==> config.mk <==
export PLATFORM = sky130hd
export DESIGN_NAME = rtc_irq_wdog
export DESIGN_NICKNAME = d
export VERILOG_FILES = /design/src/rtl/rtc_irq_pkg.sv /design/src/rtl/rtc_alarm_match.sv /design/src/rtl/rtc_rate_select.sv /design/src/rtl/rtc_wdog.sv /design/src/rtl/rtc_irq_wdog.sv
export SDC_FILE = /design/constraint.sdc
export NUM_CORES = 1
export LEC_CHECK = 0
export ABC_AREA = 1
export BUFFER_PORTS_ARGS = -buffer_cell sky130_fd_sc_hd__buf_2
export CAP_MARGIN = 40
export CELL_PAD_IN_SITES_DETAIL_PLACEMENT = 0
export CELL_PAD_IN_SITES_GLOBAL_PLACEMENT = 2
export CORE_MARGIN = 1.5
export CORE_UTILIZATION = 24
export DETAILED_ROUTE_END_ITERATION = 16
export GPL_ROUTABILITY_DRIVEN = 0
export GPL_TIMING_DRIVEN = 0
export HOLD_SLACK_MARGIN = 0.05
export PLACE_DENSITY_LB_ADDON = 0.08
export RECOVER_POWER = 100
export SKIP_CTS_REPAIR_TIMING = 1
export SYNTH_ARGS = -nofsm -noshare
export SYNTH_HDL_FRONTEND = slang
export SYNTH_SLANG_ARGS = --single-unit
==> constraint.sdc <==
create_clock -name clk -period 1.6 [get_ports clk]
set_input_delay 0.16 -clock clk [delete_from_list [all_inputs] [get_ports clk]]
set_output_delay 0.16 -clock clk [all_outputs]
set_load 0.005 [all_outputs]
==> src/rtl/rtc_irq_pkg.sv <==
package rtc_irq_pkg;
   localparam int SRC_ALARM = 0;
   localparam int SRC_PER   = 1;
   localparam int SRC_PF    = 2;
   localparam int NUM_SRC   = 3;
   typedef logic [NUM_SRC-1:0] src_vec_t;
endpackage

==> src/rtl/rtc_alarm_match.sv <==
module rtc_alarm_match #(
   parameter int TIME_W = 8
) (
   input  logic              clk,
   input  logic              rst_n,
   input  logic              enable,
   input  logic [TIME_W-1:0] cur_sec,
   input  logic [TIME_W-1:0] cur_min,
   input  logic [TIME_W-1:0] cur_hr,
   input  logic [TIME_W-1:0] alm_sec,
   input  logic [TIME_W-1:0] alm_min,
   input  logic [TIME_W-1:0] alm_hr,
   output logic              evt
);
   logic match, match_q;

   assign match = enable && (cur_sec == alm_sec) && (cur_min == alm_min) && (cur_hr == alm_hr);

   always_ff @(posedge clk or negedge rst_n) begin
      if (!rst_n) match_q <= 1'b0;
      else        match_q <= match;
   end

   assign evt = match && !match_q;

   AST_ALARM_ONE_SHOT: assert property (@(posedge clk) disable iff (!rst_n) evt |=> !evt);
endmodule

==> src/rtl/rtc_rate_select.sv <==
module rtc_rate_select #(
   parameter int RATE_W = 4
) (
   input  logic                     clk,
   input  logic                     rst_n,
   input  logic                     enable,
   input  logic [RATE_W-1:0]        rate_sel,
   input  logic [(2**RATE_W)-2:0]   taps,
   output logic                     evt
);
   localparam int NUM_RATES = (2**RATE_W) - 1;

   logic [NUM_RATES-1:0] taps_q;
   logic [NUM_RATES:0]   rise_ext;

   always_ff @(posedge clk or negedge rst_n) begin
      if (!rst_n) taps_q <= '0;
      else        taps_q <= taps;
   end

   assign rise_ext[0] = 1'b0;
   for (genvar k = 0; k < NUM_RATES; k++) begin : g_tap_edge
      assign rise_ext[k+1] = taps[k] && !taps_q[k];
   end

   assign evt = enable && rise_ext[rate_sel];

   AST_RATE_OFF_SILENT: assert property (@(posedge clk) disable iff (!rst_n) evt |-> rate_sel != '0);
endmodule

==> src/rtl/rtc_wdog.sv <==
module rtc_wdog #(
   parameter int WDOG_TICKS = 4,
   parameter int RST_PULSE  = 8
) (
   input  logic clk,
   input  logic rst_n,
   input  logic enable,
   input  logic tick_tap,
   input  logic ce,
   input  logic xfer_active,
   output logic wd_active
);
   localparam int CNT_W = $clog2(WDOG_TICKS + 1);
   localparam int PW    = $clog2(RST_PULSE + 1);

   logic             tap_q, ce_q, dirty, tick, kick;
   logic [CNT_W-1:0] cnt;
   logic [PW-1:0]    pulse;

   assign tick = tick_tap && !tap_q;
   assign kick = ce_q && !ce && !dirty && !xfer_active;

   always_ff @(posedge clk or negedge rst_n) begin
      if (!rst_n) begin
         tap_q <= 1'b0;
         ce_q  <= 1'b0;
         dirty <= 1'b0;
      end else begin
         tap_q <= tick_tap;
         ce_q  <= ce;
         if (ce && !ce_q)  dirty <= xfer_active;
         else if (ce)      dirty <= dirty || xfer_active;
      end
   end

   always_ff @(posedge clk or negedge rst_n) begin
      if (!rst_n) begin
         cnt   <= '0;
         pulse <= '0;
      end else if (!enable) begin
         cnt   <= '0;
         pulse <= '0;
      end else if (pulse != '0) begin
         pulse <= pulse - 1'b1;
         cnt   <= '0;
      end else if (kick) begin
         cnt <= '0;
      end else if (tick) begin
         if (cnt == CNT_W'(WDOG_TICKS - 1)) begin
            cnt   <= '0;
            pulse <= PW'(RST_PULSE);
         end else begin
            cnt <= cnt + 1'b1;
         end
      end
   end

   assign wd_active = (pulse != '0);

   AST_WD_HELD_OFF: assert property (@(posedge clk) disable iff (!rst_n) !enable |=> !wd_active);
   AST_WD_FROM_TICK: assert property (@(posedge clk) disable iff (!rst_n) $rose(wd_active) |-> $past(tick));
   AST_KICK_RESTART: assert property (@(posedge clk) disable iff (!rst_n) (kick && enable && !wd_active) |=> cnt == '0);
endmodule

==> src/rtl/rtc_irq_wdog.sv <==
module rtc_irq_wdog
   import rtc_irq_pkg::*;
#(
   parameter int TIME_W     = 8,
   parameter int RATE_W     = 4,
   parameter int WDOG_TAP   = 7,
   parameter int WDOG_TICKS = 4,
   parameter int RST_PULSE  = 8
) (
   input  logic                   clk,
   input  logic                   rst_n,
   input  logic [TIME_W-1:0]      cur_sec,
   input  logic [TIME_W-1:0]      cur_min,
   input  logic [TIME_W-1:0]      cur_hr,
   input  logic [TIME_W-1:0]      alm_sec,
   input  logic [TIME_W-1:0]      alm_min,
   input  logic [TIME_W-1:0]      alm_hr,
   input  logic [RATE_W-1:0]      rate_sel,
   input  logic [(2**RATE_W)-2:0] taps,
   input  logic                   pwr_fail,
   input  logic                   ce,
   input  logic                   xfer_active,
   input  logic                   en_alarm,
   input  logic                   en_periodic,
   input  logic                   en_pfail,
   input  logic                   cpur_en,
   input  logic                   stat_rd,
   output logic [NUM_SRC-1:0]     status,
   output logic                   irq_pulldown,
   output logic                   cpu_rst
);
   localparam int NUM_RATES = (2**RATE_W) - 1;

   if (TIME_W != 8) begin : g_chk_time
      $error("TIME_W must be 8 for two BCD digits");
   end
   if (WDOG_TAP < 0 || WDOG_TAP >= NUM_RATES) begin : g_chk_tap
      $error("WDOG_TAP out of tap range");
   end
   if (WDOG_TICKS < 1 || RST_PULSE < 1) begin : g_chk_wd
      $error("watchdog counts must be positive");
   end

   src_vec_t evt, flags;
   logic     pf_q, wd_active;

   rtc_alarm_match #(.TIME_W(TIME_W)) u_alarm (
      .clk(clk), .rst_n(rst_n), .enable(en_alarm),
      .cur_sec(cur_sec), .cur_min(cur_min), .cur_hr(cur_hr),
      .alm_sec(alm_sec), .alm_min(alm_min), .alm_hr(alm_hr),
      .evt(evt[SRC_ALARM])
   );

   rtc_rate_select #(.RATE_W(RATE_W)) u_rate (
      .clk(clk), .rst_n(rst_n), .enable(en_periodic),
      .rate_sel(rate_sel), .taps(taps), .evt(evt[SRC_PER])
   );

   always_ff @(posedge clk or negedge rst_n) begin
      if (!rst_n) pf_q <= 1'b0;
      else        pf_q <= pwr_fail;
   end
   assign evt[SRC_PF] = en_pfail && pwr_fail && !pf_q;

   for (genvar s = 0; s < NUM_SRC; s++) begin : g_flag
      always_ff @(posedge clk or negedge rst_n) begin
         if (!rst_n) flags[s] <= 1'b0;
         else        flags[s] <= (flags[s] && !stat_rd) || evt[s];
      end
   end

   rtc_wdog #(.WDOG_TICKS(WDOG_TICKS), .RST_PULSE(RST_PULSE)) u_wdog (
      .clk(clk), .rst_n(rst_n), .enable(cpur_en),
      .tick_tap(taps[WDOG_TAP]), .ce(ce), .xfer_active(xfer_active),
      .wd_active(wd_active)
   );

   assign status       = flags;
   assign irq_pulldown = |flags;
   assign cpu_rst      = cpur_en && (pwr_fail || wd_active);

   AST_READ_CLEARS: assert property (@(posedge clk) disable iff (!rst_n) (stat_rd && evt == '0) |=> status == '0);
   AST_ALARM_GATED: assert property (@(posedge clk) disable iff (!rst_n) (!en_alarm && !status[SRC_ALARM]) |=> !status[SRC_ALARM]);
   AST_PER_CODE_ZERO: assert property (@(posedge clk) disable iff (!rst_n) (rate_sel == '0 && !status[SRC_PER]) |=> !status[SRC_PER]);
   AST_RST_NEEDS_EN: assert property (@(posedge clk) disable iff (!rst_n) cpu_rst |-> cpur_en);
   AST_PF_RESET: assert property (@(posedge clk) disable iff (!rst_n) (cpur_en && pwr_fail) |-> cpu_rst);
endmodule

# == Yosys cells after proc, flatten, opt, wreduce, memory -nomap -nowiden ==
# Index checks and enable logic that the tools add are counted.
# op_classes
n_bitwise,0
n_eq_ne,8
div,0
shifts,0
n_lt_le_gt_ge,1
muxes,14
multipliers,0
addsub,2
reduce_logical,63
# op_table
cell,n
$logic_and 1x1->1,31
$eq 8x8->1,3
$logic_not 1->1,23
$mux 4,5
$mux 3,5
$ne 3x1->1 const B,2
$logic_or 1x1->1,5
$lt 4x5->1 const B,1
$bmux 1 s4,1
$ne 4x1->1 const B,1
$reduce_bool 4->1,1
$sub 4x1->4 const B,1
$add 3x1->3 const B,1
$eq 3x2->1 const B,1
$mux 1,3
$ne 3x3->1 const B,1
$reduce_and 3->1,1
$reduce_or 3->1,1
$reduce_bool 2->1,1
# word_totals
inputBits,77
output_inout_bits,5
wordCells,99
n_memories,0
ff_bits,30
romBits,0
ramBits,0
latchBits,0

# == Depth between registers and ports, before layout ==
# Gate-level depths: netlist (run 1).
# logic_depth
depth_word,7
mapped_depth,10
mapped_depth_nobuf,10

# == Modules after synthesis ==
# From an unflattened synthesis (run 1), not the netlist that was laid out.
# hier_totals
hier_cells,285
hier_area_um2,1851.8
# by_module_without_submodules
module,instances,area_each_um2,seq_area_each_um2,cells_each
rtc_rate_select,1,613.1,375.4,71
rtc_alarm_match,1,544.3,25.0,133
rtc_wdog,1,536.8,250.2,64
rtc_irq_wdog,1,157.7,100.1,17

# == Worst setup path after synthesis (run 1) ==
# No wires, ideal clock.
# synth_timing
kind,register to register
start,register u_wdog.pulse[0]
end,register u_wdog.pulse[0]
t_arrival_ps,1259
path_buffers,0
period_less_slack_ps,1341
path_stages_with_launch,10
setup_slack_ps,259
t_required_ps,1517
setup_time_ps,83
cell_sequence,dfrtp_1 inv_1 ha_1 inv_1 or2_4 nor2_4 nand2_2 a31oi_4 nand2_1 o21ai_0
# synth_between
elab_chain_cells,3
word_cells_on_any_way,8
cone_classes,add/sub: 1; eq/ne: 3; mux: 2; reduce/logical: 2
# synth_rtl
element,line_no,source
"start, declared",rtc_wdog.sv:18,logic [PW-1:0] pulse;
"start signal, assigned",rtc_wdog.sv:44,pulse <= pulse - 1'b1;
"start signal, assigned",rtc_wdog.sv:51,pulse <= PW'(RST_PULSE);
$sub 4x1->4 / $reduce_bool 4->1 (equally long branches),"rtc_wdog.sv:44, rtc_wdog.sv:43",
"$mux 4, or another cell as far along",rtc_wdog.sv:43,end else if (pulse != '0) begin
$mux 4 / $reduce_and 3->1 (equally long branches),--,
# Parallel ways exist; a longest one is shown, timed or not.
# A chain may end at the register's enable or synchronous reset.

# == Final worst setup path (run 1) ==
# layout_timing
start,register u_wdog.pulse[1]
end,output port cpu_rst
# layout_between
elab_chain_cells,3
# layout_rtl
element,line_no,source
$reduce_bool 4->1,rtc_wdog.sv:58,assign wd_active = (pulse != '0);
$logic_or 1x1->1,rtc_irq_wdog.sv:80,assign cpu_rst = cpur_en && (pwr_fail || wd_active);
$logic_and 1x1->1,rtc_irq_wdog.sv:80,
"end, declared",rtc_irq_wdog.sv:30,output logic cpu_rst
# Every way passes these cells.

==> implementation parameters, run 1 <==
Parameter                              Value

Final layout
  Antenna Diode Count ... 0
  Fraction of layout cells with a size suffix above 1 ... 0.240
  Net total in the final layout ... around 480
  Final cell count without fillers ... 502
  Area Growth Syn to Fin ... 44.9%
  Core utilization of the finished layout ... 0.357
  Filler Cells Inserted ... around 870

Run status
  Violations in the final reports ... negative setup slack
  Run status ... finished, violations left

Yosys
  Total standard cell area after synthesis ... between 1500 and 2000 um^2
  Ys Warns ... 0
  Synth async-reset ratio ... 1.00
  Number of enable-type register cells in the synthesized netlist ... 0
  Syn Nets ... approximately 370
  Prevailing post-synth register cell ... sky130_fd_sc_hd__dfrtp_1
  Average footprint of a synthesized cell ... around 6.5 um^2
  Sequential share of the synthesized area ... 0.386
  Count of unique library cells instantiated by Yosys ... 24
  Leading cell type by number of instances after synthesis ... sky130_fd_sc_hd__nand2_1
  Portion of synthesized cell area occupied by the leading cell type ... 0.386
  Top post-synthesis cells by area ... sky130_fd_sc_hd__dfrtp_1 (39%), sky130_fd_sc_hd__nand2_1 (19%), sky130_fd_sc_hd__inv_1 (13%)
  Post-synthesis cell count ... around 290
  List of most frequent post-synthesis cells ... sky130_fd_sc_hd__nand2_1 (94), sky130_fd_sc_hd__inv_1 (64), sky130_fd_sc_hd__nor2_1 (34)
  Total of flip-flops plus latches after synthesis ... 29
  Synth area leader ... sky130_fd_sc_hd__dfrtp_1

Detailed routing
  Number of detailed-route iterations in the first pass ... 4
  Avg Vias per Cell ... roughly 3.9
  Remaining DRCs ... 0
  Iter 0 DRT Violations ... 29
  Vias post-DR ... between 1500 and 2000
  Final ANT Viol Nets ... 0
  Final wirelength ... between 5 and 6 mm
  Routed WL per cell ... a little over 10 um

Hold path
  Min-delay worst type ... primary input to register

Floorplanning
  Horizontal extent of the die ... around 90 um
  Number of top-level pins ... 82
  # rows ... 32
  Effective utilization at floorplan ... 0.246
  Area of the die ... about 8400 um^2
  Area inside the core boundary ... between 7000 and 8000 um^2
  Height of the chip ... 91.6 um

Power
  Leak pwr ... roughly 0.0016 uW
  Largest vdd supply drop ... roughly 0.00043 V
  Total power per unit cell area ... roughly 840 nW/um^2

Setup path
  Critical path buffer and inverter count ... 4
  Critical path cell sequence ... inv_2 -> ha_4 -> inv_2 -> or2_4 -> nor2_4 -> inv_2 -> nand2_4 -> nand2_2 -> buf_6
  Longest individual stage delay on the worst path ... 0.40 ns
  Req. time, crit path ... around 1.4 ns
  Top fanout value on the critical path ... 3
  Critical path launch point type ... register
  Slowest cell on crit path ... sky130_fd_sc_hd__dfrtp_1
  Start-to-end type of the worst setup path ... register to primary output
  CP dominant cell by count ... sky130_fd_sc_hd__inv_2
  Cell type group with the largest total delay on the critical path ... simple AND/OR/NAND/NOR gates
  Critical path arrival ... ~1.6 ns
  Endpoint type of the worst setup path ... primary output

Placement
  Placed cell count ... between 400 and 500
  Port-buffer cells ... between 80 and 90
  Half-perimeter wire length of the detailed placement result ... around 4.2 mm

STA
  Pins Over Slew Limit ... 0
  Setup slack of the critical path after layout ... -0.126 ns
  Measured slew at the worst slew-check pin ... between 0.7 and 0.8 ns
  Tightest slew margin relative to the limit ... 0.487
  Number of hold violations in the final report ... 0
  Setup repair after global routing missed its margin ... yes
  Total setup violations reported at the end of the flow ... 1
  Max Clk Rate ... a little under 600 MHz
  Worst clock skew on the final layout ... between 0.002 and 0.003 ns
  Tcrit/Tclk final ... 1.08
  Final critical-path required period ... approximately 1.7 ns

GRT
  Global routing usage summed across all routing layers ... 0.126
  Overall overflow remaining after global route ... 0
  Number of global-route vias before repair ... 1868
  Pin count of the biggest net entering global routing ... 30
  Global-route wire length before repair ... around 8.4 mm
  Antenna violations before repair ... 0

Clock network
  CTS Root Cell ... sky130_fd_sc_hd__clkbuf_8
  Deepest clock path buffer count ... 2
  Clock-pin slew on the worst setup and hold paths ... about 0.06 ns
  Clock tree from TritonCTS ... built
  Clock sink total ... 29
  Num CTS Buffers ... 5
  H-tree Lvls ... 2
  Clock latency of the later-clocked register in the worst-skew pair ... ~0.27 ns

Flow run
  Max-cap violations ... 0
## per-stage QoR
stage	power (uW)	worst slack (ns)	instance area (um^2)	TNS (ns)	hold slack, ns
after global placement	1520	0.0853	2410	0	0.244
after global routing	2470	-0.212	2730	-0.381	0.0850
after detailed placement	1520	0.0962	2410	0	0.252
after floorplan	1280	0.259	1880	0	-0.136
final	2280	-0.126	2730	-0.126	0.0996
after CTS	2150	-0.209	2500	-0.209	-0.0477
## layout by cell type (no fill, tap or decap), types with 2 or more instances in the layout
cell type	Yosys	routed
sky130_fd_sc_hd__o22ai_1	2	2
sky130_fd_sc_hd__inv_2	1	4
sky130_fd_sc_hd__a21oi_1	4	4
sky130_fd_sc_hd__nand2_1	94	92
sky130_fd_sc_hd__dlygate4sd3_1	0	18
sky130_fd_sc_hd__buf_4	0	5
sky130_fd_sc_hd__nor2_2	1	2
sky130_fd_sc_hd__clkbuf_8	0	6
sky130_fd_sc_hd__buf_2	1	67
sky130_fd_sc_hd__clkbuf_1	0	13
sky130_fd_sc_hd__clkbuf_2	0	2
sky130_fd_sc_hd__nor3_1	6	6
sky130_fd_sc_hd__dfrtp_1	29	29
sky130_fd_sc_hd__inv_1	64	61
sky130_fd_sc_hd__xor2_1	5	5
sky130_fd_sc_hd__o21ai_0	7	7
sky130_fd_sc_hd__nand2_2	1	2
sky130_fd_sc_hd__nand4_1	3	3
sky130_fd_sc_hd__nand3_1	24	24
sky130_fd_sc_hd__xnor2_1	2	2
sky130_fd_sc_hd__nand3b_1	2	2
sky130_fd_sc_hd__nor2_1	34	34
## final cells by class
cell class                 instances  area [um^2]  area share
tap                              102          128      0.0468
clock buffer                       7         86.3      0.0317
inverter                          65          244      0.0894
timing repair buffer             104          614       0.225
multi-input combinational        194          925       0.339
sequential                        29          726       0.266
buffer                             1         5.00     0.00183
## cell families after synthesis
logic type / synth area share
compound gates: 0.0565
xor+xnor: 0.0326
fa+ha+maj: 0.0133
buf+inv: 0.132
flops: 0.386
simple gates: 0.380
## sequential cells by signal, indices dropped and copies added (netlist names)
name             flops
u_rate.taps_q       15
u_wdog.pulse         4
status               3
u_wdog.cnt           3
pf_q                 1
u_alarm.match_q      1
u_wdog.ce_q          1
u_wdog.dirty         1
## power breakdown
part / total, uW / leakage [uW] / switching, uW / internal (uW)
registers: 861 / 0.000356 / 48.9 / 812
clock network: 597 / 0.0000443 / 257 / 340
logic: 824 / 0.00115 / 418 / 406
## path summary, 6_finish.rpt
kind,depth (start not counted),slack (ns),end,from
max reg2reg,10,0.04,u_wdog.pulse[1],u_wdog.pulse[1]
min reg2reg,1,0.43,status[2],pf_q
min,2,0.1,status[2],stat_rd
max in group asynchronous,2,0.59,u_rate.taps_q[0],rst_n
min in group asynchronous,2,0.51,status[0],rst_n
max,9,-0.13,cpu_rst,u_wdog.pulse[1]
## worst register-to-register path: stages (launching register included)
cell and delay [ns]:
sky130_fd_sc_hd__dfrtp_1 0.40, sky130_fd_sc_hd__inv_2 0.08, sky130_fd_sc_hd__ha_4 0.13, sky130_fd_sc_hd__inv_2 0.03, sky130_fd_sc_hd__or2_4 0.26, sky130_fd_sc_hd__nor2_4 0.13
sky130_fd_sc_hd__buf_4 0.11, sky130_fd_sc_hd__nand2_2 0.05, sky130_fd_sc_hd__a31oi_4 0.17, sky130_fd_sc_hd__nand2_1 0.06, sky130_fd_sc_hd__o21ai_1 0.07
## layer usage
layer / global-route usage / up-vias / part of all wire
li1: - / 1087 / -
met1: 0.177 / 834 / 0.53
met2: 0.196 / 46 / 0.43
met3: 0.0302 / 5 / 0.036
met4: 0.0273 / 0 / 0.0056
met5: 0 / - / 0
Power figures use the tool's default switching activity.
==> inputs of run 2 (changes only) <==
--- a/config.mk
+++ b/config.mk
@@ -16,8 +16,9 @@
 export GPL_ROUTABILITY_DRIVEN = 0
 export GPL_TIMING_DRIVEN = 0
 export HOLD_SLACK_MARGIN = 0.05
+export MAX_ROUTING_LAYER = met4
 export PLACE_DENSITY_LB_ADDON = 0.08
-export RECOVER_POWER = 100
+export RECOVER_POWER = 25
 export SKIP_CTS_REPAIR_TIMING = 1
 export SYNTH_ARGS = -nofsm -noshare
 export SYNTH_HDL_FRONTEND = slang
==> implementation parameters, run 2 (synthesis gave the netlist of run 1 again) <==
Parameter                              Value

Run status
  Run status ... finished, violations left (unchanged)
  Violations in the final reports ... negative setup slack (unchanged)

Clock network
  Deepest clock path buffer count ... 2 (unchanged)
  Clock tree from TritonCTS ... built (unchanged)
  CTS Root Cell ... sky130_fd_sc_hd__clkbuf_8 (unchanged)
  Clock latency of the later-clocked register in the worst-skew pair ... 0.27 ns (about the same)
  Clock sink total ... 29 (unchanged)
  Num CTS Buffers ... 5 (unchanged)
  H-tree Lvls ... 2 (unchanged)
  Clock-pin slew on the worst setup and hold paths ... 0.06 ns (about the same)

Floorplanning
  # rows ... 32 (unchanged)
  Number of top-level pins ... 82 (unchanged)
  Effective utilization at floorplan ... 0.246 (unchanged)
  Horizontal extent of the die ... 91.6 um (unchanged)
  Height of the chip ... 91.6 um (unchanged)
  Area of the die ... 8380 um^2 (unchanged)
  Area inside the core boundary ... 7650 um^2 (unchanged)

Final layout
  Largest registers ... u_rate.taps_q (15), u_wdog.pulse (4) (unchanged)
  Most used cells in the layout excluding fill and tap cells ... sky130_fd_sc_hd__nand2_1 (92), sky130_fd_sc_hd__buf_2 (72), sky130_fd_sc_hd__inv_1 (61) (was sky130_fd_sc_hd__nand2_1 (92), sky130_fd_sc_hd__buf_2 (67), sky130_fd_sc_hd__inv_1 (61))
  Fraction of layout cells with a size suffix above 1 ... 0.250 (was 0.240)
  Most common library cell in the layout ignoring fill and taps ... sky130_fd_sc_hd__nand2_1 (unchanged)
  Area Growth Syn to Fin ... 45.5% (was 44.9%)
  Net total in the final layout ... 479 (unchanged)
  Antenna Diode Count ... 0 (unchanged)
  Number of flip-flops under the largest register name ... 15 (unchanged)
  Register bank with the most flops ... u_rate.taps_q (unchanged)

STA
  Final total negative setup slack ... -0.128 ns (was -0.126 ns)
  Max Clk Rate ... 579 MHz (about the same)
  Total setup violations reported at the end of the flow ... 1 (unchanged)
  Setup repair after global routing missed its margin ... yes (unchanged)
  Tcrit/Tclk final ... 1.08 (about the same)
  Worst clock skew on the final layout ... 0.00284 ns (was 0.00281 ns)
  Pins Over Slew Limit ... 0 (unchanged)
  Measured slew at the worst slew-check pin ... 0.691 ns (was 0.769 ns)
  Number of hold violations in the final report ... 0 (unchanged)
  Setup slack of the critical path after layout ... -0.128 ns (was -0.126 ns)
  Tightest slew margin relative to the limit ... 0.540 (was 0.487)
  Final critical-path required period ... 1.73 ns (about the same)

Setup path
  Critical path cell sequence ... inv_2 -> ha_4 -> inv_2 -> or2_4 -> nor2_4 -> inv_2 -> nand2_4 -> nand2_2 -> buf_6 (unchanged)
  CP dominant cell by count ... sky130_fd_sc_hd__inv_2 (unchanged)
  Endpoint type of the worst setup path ... primary output (unchanged)
  Longest individual stage delay on the worst path ... 0.40 ns (about the same)
  Top fanout value on the critical path ... 3 (unchanged)
  Critical path launch point type ... register (unchanged)
  Worst r2r path cells ... 10 (unchanged)
  Req. time, crit path ... 1.44 ns (about the same)
  Slowest cell on crit path ... sky130_fd_sc_hd__dfrtp_1 (unchanged)
  Start-to-end type of the worst setup path ... register to primary output (unchanged)
  Critical path arrival ... 1.57 ns (about the same)

GRT
  Antenna violations before repair ... 0 (unchanged)
  Global-route wire length before repair ... 8.38 mm (unchanged)
  Global routing usage summed across all routing layers ... 0.130 (was 0.126)
  Number of global-route vias before repair ... 1868 (unchanged)
  Overall overflow remaining after global route ... 0 (unchanged)
  Pin count of the biggest net entering global routing ... 30 (unchanged)

Flow run
  Max-cap violations ... 0 (unchanged)

Detailed routing
  Final wirelength ... 5.19 mm (unchanged)
  Routed WL per cell ... 10.3 um (unchanged)
  Iter 0 DRT Violations ... 35 (was 29)
  Avg Vias per Cell ... 3.93 (about the same)
  Final ANT Viol Nets ... 0 (unchanged)
  Number of detailed-route iterations in the first pass ... 4 (unchanged)
  Vias post-DR ... 1973 (was 1972)
  Remaining DRCs ... 0 (unchanged)

Power
  Leak pwr ... 0.00157 uW (was 0.00155 uW)
  Total power per unit cell area ... 835 nW/um^2 (was 836 nW/um^2)
  Largest vdd supply drop ... 0.000431 V (about the same)
  Total Power ... 2290 uW (was 2280 uW)

Placement
  Port-buffer cells ... 81 (unchanged)
  Half-perimeter wire length of the detailed placement result ... 4.17 mm (unchanged)

Hold path
  Min-delay worst type ... primary input to register (unchanged)
  Number of stages on the worst hold path ... 2 (unchanged)
[run 2: layer usage]
metal  routed length [um]  GRT usage  up-vias
met5                    0          -        -
met4                   29     0.0273        0
met3                  183     0.0293        5
met2                 2240      0.196       46
met1                 2740      0.178      835
li1                     -          -     1087
[run 2: area by class of cell]
| type | count | area [um^2] |
|---|---|---|
| plain buffers | 1 | 5.00 |
| repair buffers | 104 | 619 |
| flip-flops and latches | 29 | 726 |
| inverters | 65 | 244 |
| clock buffers | 7 | 86.3 |
| well taps | 102 | 128 |
| fillers | 862 | 4910 |
| multi-input cells | 194 | 930 |
[run 2: through the flow]
step           cells  utilization  hold WS [ns]  setup WS (ns)  cell area (um^2)
2_1_floorplan    289            -        -0.136          0.259              1880
3_3_place_gp     472        0.316         0.244         0.0853              2410
3_5_place_dp     472        0.316         0.252         0.0962              2410
4_1_cts          479        0.327       -0.0477         -0.209              2500
5_1_grt          502        0.358        0.0850         -0.212              2740
6_report         502        0.358         0.101         -0.128              2740
[run 2: path summary, 6_finish.rpt]
| check | slack, ns | startpoint | endpoint |
|---|---|---|---|
| setup / recovery | -0.13 | u_wdog.pulse[1] | cpu_rst |
| hold / removal | 0.10 | stat_rd | status[2] |
| setup reg to reg | 0.04 | u_wdog.pulse[1] | u_wdog.pulse[1] |
| hold reg to reg | 0.43 | pf_q | status[2] |
| max in group asynchronous | 0.66 | rst_n | u_rate.taps_q[0] |
| min in group asynchronous | 0.48 | rst_n | status[0] |
[run 2: report_power, final]
group	internal, uW	leakage, uW	total (uW)	switching (uW)
clock	340	0.0000443	599	258
combinational	408	0.00116	826	418
sequential	812	0.000356	861	49.3
total	1560	0.00157	2290	726
[run 2: worst max-delay path: cells and delay by family (launching register included)]
kind / cells / cell delay (ns)
adder cells (fa/ha/maj): 1 / 0.13
buffers and inverters: 4 / 0.28
flip-flops: 1 / 0.40
AND/OR/NAND/NOR: 4 / 0.49
